## src/rtl/wdg_pkg.sv

```systemverilog
package wdg_pkg;

    localparam int CNT_W = 5;
    localparam int FS_W  = 5;

    typedef logic [FS_W-1:0]  fs_code_t;
    typedef logic [CNT_W-1:0] wd_count_t;

    typedef enum logic {
        TB_FAST = 1'b0,
        TB_SLOW = 1'b1
    } timebase_e;

    typedef struct packed {
        logic      enable;
        timebase_e timebase;
        logic      override;
    } wd_ctrl_t;

    function automatic int width_for(int unsigned v);
        return (v <= 2) ? 1 : $clog2(v);
    endfunction

    function automatic fs_code_t choose_fs(logic recover, logic override,
                                           fs_code_t rec_code, fs_code_t sw_code,
                                           fs_code_t strap_code);
        if (recover)       return rec_code;
        else if (override) return sw_code;
        else               return strap_code;
    endfunction

endpackage

```

## src/rtl/wdg_tick_gen.sv

```systemverilog
module wdg_tick_gen
    import wdg_pkg::*;
#(
    parameter int FAST_CLKS = 4,
    parameter int SLOW_CLKS = 7
) (
    input  logic      clk,
    input  logic      rst,
    input  logic      run,
    input  logic      restart,
    input  timebase_e timebase,
    output logic      tick
);
    localparam int MAXC = (FAST_CLKS > SLOW_CLKS) ? FAST_CLKS : SLOW_CLKS;
    localparam int PW   = width_for(MAXC);

    logic [PW-1:0] phase;
    logic [PW-1:0] last;
    logic          at_end;

    always_comb begin
        if (timebase == TB_SLOW) last = PW'(SLOW_CLKS - 1);
        else                     last = PW'(FAST_CLKS - 1);
    end

    assign at_end = (phase >= last);
    assign tick   = run && !restart && at_end;

    always_ff @(posedge clk) begin
        if (rst || !run || restart) phase <= '0;
        else if (at_end)            phase <= '0;
        else                        phase <= phase + 1'b1;
    end

    AST_PHASE_IDLE_WHEN_STOPPED: assert property (@(posedge clk) disable iff (rst)
        !run |=> phase == '0);

endmodule

```

## src/rtl/wdg_countdown.sv

```systemverilog
module wdg_countdown
    import wdg_pkg::*;
(
    input  logic      clk,
    input  logic      rst,
    input  logic      tick,
    input  logic      load,
    input  wd_count_t load_val,
    input  logic      clr,
    output wd_count_t count,
    output logic      armed,
    output logic      status,
    output logic      expire
);
    assign expire = tick && armed && (count == '0) && !load;

    always_ff @(posedge clk) begin
        if (rst) begin
            count  <= '0;
            armed  <= 1'b0;
            status <= 1'b0;
        end else begin
            if (load)
                count <= load_val;
            else if (tick && armed && count != '0)
                count <= count - 1'b1;

            if (load)        armed <= 1'b1;
            else if (expire) armed <= 1'b0;

            if (expire)   status <= 1'b1;
            else if (clr) status <= 1'b0;
        end
    end

    AST_LOAD_RESTARTS: assert property (@(posedge clk) disable iff (rst)
        load |=> count == $past(load_val));

    AST_STATUS_STICKY: assert property (@(posedge clk) disable iff (rst)
        status && !clr |=> status);

    AST_DISARM_ON_EXPIRY: assert property (@(posedge clk) disable iff (rst)
        expire |=> !armed);

endmodule

```

## src/rtl/wdg_pulse_gen.sv

```systemverilog
module wdg_pulse_gen #(
    parameter int RST_CYCLES = 3
) (
    input  logic clk,
    input  logic rst,
    input  logic fire,
    output logic pulse
);
    localparam int CW = (RST_CYCLES < 2) ? 1 : $clog2(RST_CYCLES + 1);

    logic [CW-1:0] remain;

    always_ff @(posedge clk) begin
        if (rst)               remain <= '0;
        else if (fire)         remain <= CW'(RST_CYCLES);
        else if (remain != '0) remain <= remain - 1'b1;
    end

    assign pulse = (remain != '0);

endmodule

```

## src/rtl/wdg_fs_select.sv

```systemverilog
module wdg_fs_select
    import wdg_pkg::*;
#(
    parameter fs_code_t RECOVERY_FS = 5'h0B
) (
    input  logic     clk,
    input  logic     rst,
    input  fs_code_t strap_fs,
    input  fs_code_t sw_code,
    input  logic     override,
    input  logic     recover,
    output fs_code_t fs_out
);
    fs_code_t strap_q;

    always_ff @(posedge clk) begin
        if (rst) strap_q <= strap_fs;
    end

    assign fs_out = choose_fs(recover, override, RECOVERY_FS, sw_code, strap_q);

    AST_STRAP_FROZEN: assert property (@(posedge clk) disable iff (rst)
        $stable(strap_q));

endmodule

```

## src/rtl/wdg_freq_guard.sv

```systemverilog
module wdg_freq_guard
    import wdg_pkg::*;
#(
    parameter int       FAST_CLKS   = 4,
    parameter int       SLOW_CLKS   = 7,
    parameter int       RST_CYCLES  = 3,
    parameter fs_code_t RECOVERY_FS = 5'h0B
) (
    input  logic       clk,
    input  logic       rst,
    input  logic [4:0] strap_fs,
    input  logic       ctrl_we,
    input  logic       ctrl_enable,
    input  logic       ctrl_slow,
    input  logic       ctrl_override,
    input  logic       sel_we,
    input  logic [4:0] sel_code,
    input  logic       count_we,
    input  logic [4:0] count_val,
    input  logic       status_clr,
    output logic       timeout_status,
    output logic       sys_reset,
    output logic [4:0] fs_out,
    output logic [4:0] count_now
);
    localparam int HW = (RST_CYCLES < 2) ? 2 : $clog2(RST_CYCLES + 2);

    wd_ctrl_t  ctrl_q;
    fs_code_t  sel_q;
    logic      tick;
    logic      armed;
    logic      expire;
    wd_count_t count_q;

    always_ff @(posedge clk) begin
        if (rst) begin
            ctrl_q <= '0;
            sel_q  <= '0;
        end else begin
            if (ctrl_we) begin
                ctrl_q.enable   <= ctrl_enable;
                ctrl_q.timebase <= timebase_e'(ctrl_slow);
                ctrl_q.override <= ctrl_override;
            end
            if (sel_we) sel_q <= sel_code;
        end
    end

    wdg_tick_gen #(
        .FAST_CLKS (FAST_CLKS),
        .SLOW_CLKS (SLOW_CLKS)
    ) u_tick (
        .clk      (clk),
        .rst      (rst),
        .run      (ctrl_q.enable && armed),
        .restart  (count_we),
        .timebase (ctrl_q.timebase),
        .tick     (tick)
    );

    wdg_countdown u_count (
        .clk      (clk),
        .rst      (rst),
        .tick     (tick),
        .load     (count_we),
        .load_val (count_val),
        .clr      (status_clr),
        .count    (count_q),
        .armed    (armed),
        .status   (timeout_status),
        .expire   (expire)
    );

    wdg_pulse_gen #(
        .RST_CYCLES (RST_CYCLES)
    ) u_pulse (
        .clk   (clk),
        .rst   (rst),
        .fire  (expire),
        .pulse (sys_reset)
    );

    wdg_fs_select #(
        .RECOVERY_FS (RECOVERY_FS)
    ) u_fs (
        .clk      (clk),
        .rst      (rst),
        .strap_fs (strap_fs),
        .sw_code  (sel_q),
        .override (ctrl_q.override),
        .recover  (timeout_status),
        .fs_out   (fs_out)
    );

    assign count_now = count_q;

    // Length of the current reset pulse, for checking only
    logic [HW-1:0] hi_len;
    always_ff @(posedge clk) begin
        if (rst)            hi_len <= '0;
        else if (!sys_reset) hi_len <= '0;
        else if (hi_len != '1) hi_len <= hi_len + 1'b1;
    end

    AST_PULSE_AT_EXPIRY: assert property (@(posedge clk) disable iff (rst)
        $rose(timeout_status) |-> sys_reset);

    AST_PULSE_WIDTH: assert property (@(posedge clk) disable iff (rst)
        hi_len <= HW'(RST_CYCLES));

    AST_RECOVERY_HELD: assert property (@(posedge clk) disable iff (rst)
        timeout_status |-> fs_out == RECOVERY_FS);

    AST_HOLD_DISABLED: assert property (@(posedge clk) disable iff (rst)
        !ctrl_q.enable && !count_we |=> $stable(count_now) && !$rose(timeout_status));

endmodule

```

## config.mk

```make
export PLATFORM = sky130hd
export DESIGN_NAME = wdg_freq_guard
export DESIGN_NICKNAME = d
export VERILOG_FILES = /design/src/rtl/wdg_pkg.sv /design/src/rtl/wdg_tick_gen.sv /design/src/rtl/wdg_countdown.sv /design/src/rtl/wdg_pulse_gen.sv /design/src/rtl/wdg_fs_select.sv /design/src/rtl/wdg_freq_guard.sv
export SDC_FILE = /design/constraint.sdc
export NUM_CORES = 1
export LEC_CHECK = 0
export BUFFER_PORTS_ARGS = -buffer_cell sky130_fd_sc_hd__buf_4
export CAP_MARGIN = 5
export CORE_MARGIN = 4
export CORE_UTILIZATION = 49
export DETAILED_ROUTE_END_ITERATION = 10
export HOLD_SLACK_MARGIN = 0.06
export PLACE_DENSITY = 0.77
export SYNTH_ARGS = -nofsm -noshare
export SYNTH_HDL_FRONTEND = slang
export SYNTH_HIERARCHICAL = 1
export SYNTH_SLANG_ARGS = --single-unit
```

## constraint.sdc

```tcl
create_clock -name clk -period 2.9 [get_ports clk]
set_input_delay 0.58 -clock clk [delete_from_list [all_inputs] [get_ports clk]]
set_output_delay 0.58 -clock clk [all_outputs]
set_load 0.03 [all_outputs]
```

==> impl_metrics.tcl, run 1 <==
set metrics [dict create \
    cts_root_buf "clkbuf_4" \
    track_usage_pct 14.4 \
    ys_async_sr_fraction_pct 0 \
    synth_fp_nets 144 \
    cts_resized 0 \
    num_vias 926 \
    arrival_ns 2.54 \
    yosys-top-cells-area "dfxtp_1 (34%), edfxtp_1 (13%), mux2i_1 (9.4%), nor2_1 (5.5%), ha_1 (5.4%)" \
    finalHoldViolations 0 \
    maxCapViolations 0 \
    grt_overflow_total 0 \
    p_switching_uw 217 \
    ys_types 36 \
    syn_area_per_cell_um2 10.2 \
    grt_pass1_vias 889 \
    drive_gt1_share_pct 32.5 \
    path_delay_family "simple AND/OR/NAND/NOR gates" \
    seq_power_share_pct 53.2 \
    synthTopCellsByCount "dfxtp_1 (20), nor2_1 (17), mux2i_1 (11), inv_1 (10)" \
    hold_buffers 0 \
    post-place-ws_ns 0.611 \
    synthesis.area_mm2 0.00117 \
    wl_per_cell_um 12.4 \
    yosysTopAreaCell "dfxtp_1" \
    dpl.hpwl_um 1730 \
    drc 0 \
    viasPerCell 5.17 \
    drt_wl_total_um 2230 \
    fin_tns_setup_ns 0 \
    yosysMostFrequentCell "dfxtp_1" \
    io_pins 36 \
    synth_edf_count 5 \
    crit_path_cell_trace "inv_1, ha_1, nand2b_1, a31oi_1, nor3b_1, nand2_1, or4_1, a311oi_2" \
    chipHeight_um 56.8 \
    required_ns 3.14 \
    holdWs_ns 0.438 \
    tightest_slew_ns 0.668 \
    grt_max_degree 25 \
    switching_share_pct 28.9 \
    die_area_mm2 0.00323 \
    synth_top_area_share_pct 34.3 \
    clkLatencyLatePin_ns 0.31 \
    port_buffers 35 \
    power_frac_comb_pct 27.3 \
    htreeDepth 1 \
    drt-initial-drc-count 14 \
    rsz0062_at_grt "false" \
    clockBufferDepth 2 \
    diodes 0 \
    power.density_mw_per_mm2 513 \
    synthFlopType "dfxtp_1" \
    drv_slew 0 \
    synth-warning-count 6 \
    firstDrtPassIters 4 \
    path_buf_inv 1 \
    ys_ff_latch 25 \
    slew_headroom_pct 54.8 \
    num_rows 17 \
    nNetsFinal 181 \
    core_region_area_mm2 0.00223 \
    skew_ns 0.0132 \
    synth_seq_area_share_pct 47.2 \
    crit_path_end_kind "flop" \
    area_delta_synth_final_pct 25.5 \
    p_clk_share_pct 19.5 \
    place.gp.congestion 0.851 \
    crit_path_max_incr_delay_ns 0.51 \
    min_period_over_period_pct 79.5 \
    status "completed" \
    finalSetupViolCount 0 \
    worstHoldPathType "input pin to flop" \
    internal_power_uw 534 \
    drtAntennaViolNets 0 \
    worstPathMaxFanout 5 \
    critical_path_class "flop to flop" \
    worst_slack_ns 0.596 \
    cellLeakagePower_nw 0.646 \
    clk_pin_slew_ns 0.13 \
    cts_sinks 25 \
    cts_buffers 3 \
    cp_slowest_cell "or4_1" \
    crit_path_start_kind "flop" \
    cts_tree "yes" \
    fmax_ghz 0.434 \
    antenna_found_initial 0 \
    postSynthCellCount 115 \
    peakVddDrop_v 0.000332 \
    post_cts_buffers 0 \
    grt_pass1_wl_um 3750 \
    die_w_um 56.8 \
    min_period_ns 2.30 \
    initial_core_util_pct 52.3 \
]
[through the flow]
step | power [mW] | cells | cell area (um^2) | utilization, %
floorplan | 0.541 | 115 | 1170 | -
global placement | 0.607 | 175 | 1440 | 64.4
detailed placement | 0.614 | 175 | 1440 | 64.4
CTS | 0.762 | 179 | 1470 | 65.6
global route | 0.798 | 179 | 1470 | 65.6
finish | 0.752 | 179 | 1470 | 65.6
[worst reg2reg max path, cell delays in order, from the launching register on]
cell      delay (ns)
dfxtp_1         0.38
inv_1           0.05
ha_1            0.25
nand2b_1        0.11
a31oi_1         0.09
nor3b_1         0.43
nand2_1         0.19
or4_1           0.51
a311oi_2        0.23
[final timing paths]
path | cells past startpoint | endpoint | slack (ns) | start
worst max-delay path | 8 | u_count/count[3] | 0.60 | u_tick/phase[0]
worst min-delay path | 1 | u_fs/strap_q[3] | 0.44 | strap_fs[3]
worst max register to register | 8 | u_count/count[3] | 0.60 | u_tick/phase[0]
worst min register to register | 1 | u_tick/phase[0] | 0.46 | u_tick/phase[0]
[routing by layer]
| metal | routed length [um] | up-vias | global-route usage [%] | part of all wire, % |
|---|---|---|---|---|
| li1 | - | 478 | - | - |
| met4 | 14 | 0 | 5.96 | 0.63 |
| met1 | 933 | 418 | 17.5 | 42 |
| met2 | 1110 | 28 | 24.1 | 50 |
| met3 | 170 | 2 | 3.68 | 7.6 |
| met5 | 0 | - | 0 | 0 |
[placed cells by master (no fill, tap or decap), drive strengths merged]
cell     n
a221oi   1
a311oi   2
o21ai    4
or3      3
o21ba    2
nor2b    4
nor3     1
nand2    3
inv     11
or4      1
nor4b    1
a31o     1
mux2i   11
nand2b   1
nand3    2
buf     35
a211o    3
nor3b    1
xnor2    2
o311ai   1
or4b     2
clkbuf   4
nor2    18
edfxtp   5
o22ai    1
and2     1
ha       5
a21oi    3
a31oi    2
dfxtp   20
[power groups by stage]
stage	clock, mW	combinational, mW	sequential (mW)
final	0.147	0.205	0.400
after floorplan	0	0.131	0.411
after CTS	0.155	0.207	0.400
after global placement	0	0.200	0.407
after detailed placement	0	0.206	0.408
after global routing	0.167	0.227	0.404
[logic make-up (layout without fill, tap and decap cells)]
logic type	after synthesis	count (layout)	share of synthesized area (%)
and+or+nand+nor	38	38	17.9
DFF	25	25	47.2
AOI/OAI and AO/OA	20	20	12.9
buffers and inverters	14	50	5.79
muxes	11	11	9.43
adders and majority gates	5	5	5.36
xor gates and xnor gates	2	2	1.50
[state kept, by name, indices dropped and copies added, names as in the netlist]
| name | flops |
|---|---|
| u_count/status | 1 |
| u_pulse/remain | 2 |
| u_tick/phase | 3 |
| u_count/count | 5 |
| u_fs/strap_q | 5 |
| sel_q | 5 |
| ctrl_q | 3 |
| u_count/armed | 1 |
[final cells by class]
| class | count | area [um^2] |
|---|---|---|
| Sequential cell | 25 | 551 |
| Clock buffer | 4 | 26.3 |
| Inverter | 11 | 41.3 |
| Timing Repair Buffer | 35 | 263 |
| Fill cell | 184 | 768 |
| Tap cell | 28 | 35.0 |
| Multi-Input combinational cell | 76 | 549 |
Note: power is estimated with default switching activity, not from simulation.
==> inputs of run 2 (changes only) <==
Settings changed: CORE_UTILIZATION 49 to 45, PLACE_DENSITY 0.77 to 0.74.
Clock period 2.9 ns to 2 ns, I/O delays scaled along.
==> impl_metrics.tcl, run 2 (same netlist as run 1, synthesis figures left out) <==
set metrics [dict create \
    cellLeakagePower_nw 0.722 \
    htreeDepth 1 \
    hold_buffers 0 \
    fillers 200 \
    firstDrtPassIters 4 \
    status "complete, but fails checks" \
    crit_path_max_incr_delay_ns 0.49 \
    rsz0062_at_grt "true" \
    track_usage_pct 16.1 \
    place.gp.congestion 0.860 \
    core_region_area_mm2 0.00248 \
    arrival_ns 2.31 \
    io_pins 36 \
    grt_pass1_vias 983 \
    initial_core_util_pct 47.1 \
    tightest_slew_ns 0.920 \
    crit_path_end_kind "flop" \
    viasPerCell 5.24 \
    cts_buffers 3 \
    grt_max_degree 25 \
    drtAntennaViolNets 0 \
    antenna_found_initial 0 \
    cts_sinks 25 \
    final_common_cell "buf_4" \
    num_rows 18 \
    worst_slack_ns -0.0646 \
    crit_path_cell_trace "inv_4, ha_4, nand2b_4, a31oi_4, nor3b_4, nand2_2, or4_4, a311oi_2" \
    final_cell_mix "buf_4 (44), dfxtp_1 (18), nor2_1 (17), mux2i_1 (11), inv_1 (8)" \
    peakVddDrop_v 0.000611 \
    num_vias 1000 \
    nNetsFinal 191 \
    maxCapViolations 0 \
    chipHeight_um 58.9 \
    die_area_mm2 0.00347 \
    multiInputGateArea_um2 626 \
    grt_overflow_total 0 \
    crit_path_start_kind "flop" \
    area_delta_synth_final_pct 39.4 \
    slew_headroom_pct 37.8 \
    cts_tree "yes" \
    drv_slew 0 \
    required_ns 2.25 \
    clk_pin_slew_ns 0.13 \
    clockBufferDepth 2 \
    grt_pass1_wl_um 4280 \
    reg.largest.list "sel_q x5, u_count/count x5, u_fs/strap_q x5" \
    cts_root_buf "clkbuf_4" \
    worstHoldPathType "input pin to flop" \
    fmax_ghz 0.484 \
    regArea_um2 553 \
    skew_ns 0.00490 \
    critical_path_class "flop to flop" \
    failed_checks "setup timing" \
    drt-initial-drc-count 36 \
    cp_slowest_cell "or4_4" \
    drive_gt1_share_pct 44.7 \
    clkLatencyLatePin_ns 0.32 \
    min_period_over_period_pct 103 \
    finalSetupViolCount 4 \
    drc 0 \
    dpl.hpwl_um 1840 \
    r2r_slack_ns -0.06 \
    finalHoldViolations 0 \
    power.density_mw_per_mm2 693 \
    final_area_mm2 0.00163 \
    min_period_ns 2.06 \
    port_buffers 35 \
    worstPathMaxFanout 3 \
    wl_per_cell_um 14.9 \
    power_mw 1.13 \
    diodes 0 \
    die_w_um 58.9 \
    post_dp_cell_area_mm2 0.00148 \
    drt_wl_total_um 2840 \
]
==> run 2: changes by cell type in the layout (fill, tap and decap cells not counted), moves of 2 or more <==
cell / delta
buf_4: +9
dfxtp_1: -2
dfxtp_2: +2
ha_1: -2
ha_4: +2
inv_1: -2
o21ai_0: -2
o21ai_1: +2
==> run 2: critical path, delay by kind of cell (launching register included) <==
kind                       cells  cell delay [ns]
and+or+nand+nor                4             0.98
buffers and inverters          1             0.06
DFF                            1             0.38
adders and majority gates      1             0.25
AOI/OAI and AO/OA              2             0.32
==> run 2: worst paths after layout <==
| path | start | to | cells past startpoint |
|---|---|---|---|
| max | ctrl_q[1] | u_count/count[3] | 8 |
| min | strap_fs[4] | u_fs/strap_q[4] | 1 |
| max reg2reg | ctrl_q[1] | u_count/count[3] | 8 |
| min reg2reg | sel_q[0] | sel_q[0] | 2 |
==> run 2: what timing repair did <==
action,in CTS,in global routing
resized for setup,9,10
setup endpoints to repair,3,9
pin swaps,7,6
setup buffers,3,3
==> run 2: layout make-up <==
| class | instances | share of cell area [%] |
|---|---|---|
| clock buffer | 4 | 1.61 |
| inverter | 11 | 2.69 |
| multi-input combinational | 76 | 38.4 |
| sequential | 25 | 34.0 |
| tap | 30 | 2.31 |
| timing repair buffer | 45 | 21.0 |
==> run 2: metal layers <==
layer / share of wire (%) / GRT usage (%) / vias to the layer above
met5: 0 / 0 / -
met4: 0.84 / 5.50 / 0
met3: 7.5 / 3.51 / 2
met2: 51 / 28.5 / 38
met1: 41 / 19.2 / 463
li1: - / - / 497
==> run 2: power breakdown <==
| group | internal [mW] | total (mW) | switching [mW] |
|---|---|---|---|
| Combinational | 0.155 | 0.323 | 0.168 |
| Sequential | 0.554 | 0.582 | 0.0281 |
| Clock | 0.0781 | 0.223 | 0.145 |
| Total | 0.788 | 1.13 | 0.341 |
==> run 2: through the flow <==
| step | utilization, % | setup TNS (ns) | hold slack (ns) | worst slack, ns | std cells |
|---|---|---|---|---|---|
| after global routing | 65.7 | -0.940 | 0.230 | -0.259 | 191 |
| after floorplan | - | 0 | 0.417 | 0.00301 | 115 |
| after CTS | 63.1 | -0.0208 | 0.246 | -0.0208 | 188 |
| final | 65.7 | -0.215 | 0.247 | -0.0646 | 191 |
| after detailed placement | 59.6 | -0.112 | 0.489 | -0.0575 | 181 |
| after global placement | 59.6 | 0 | 0.481 | 0.0544 | 181 |
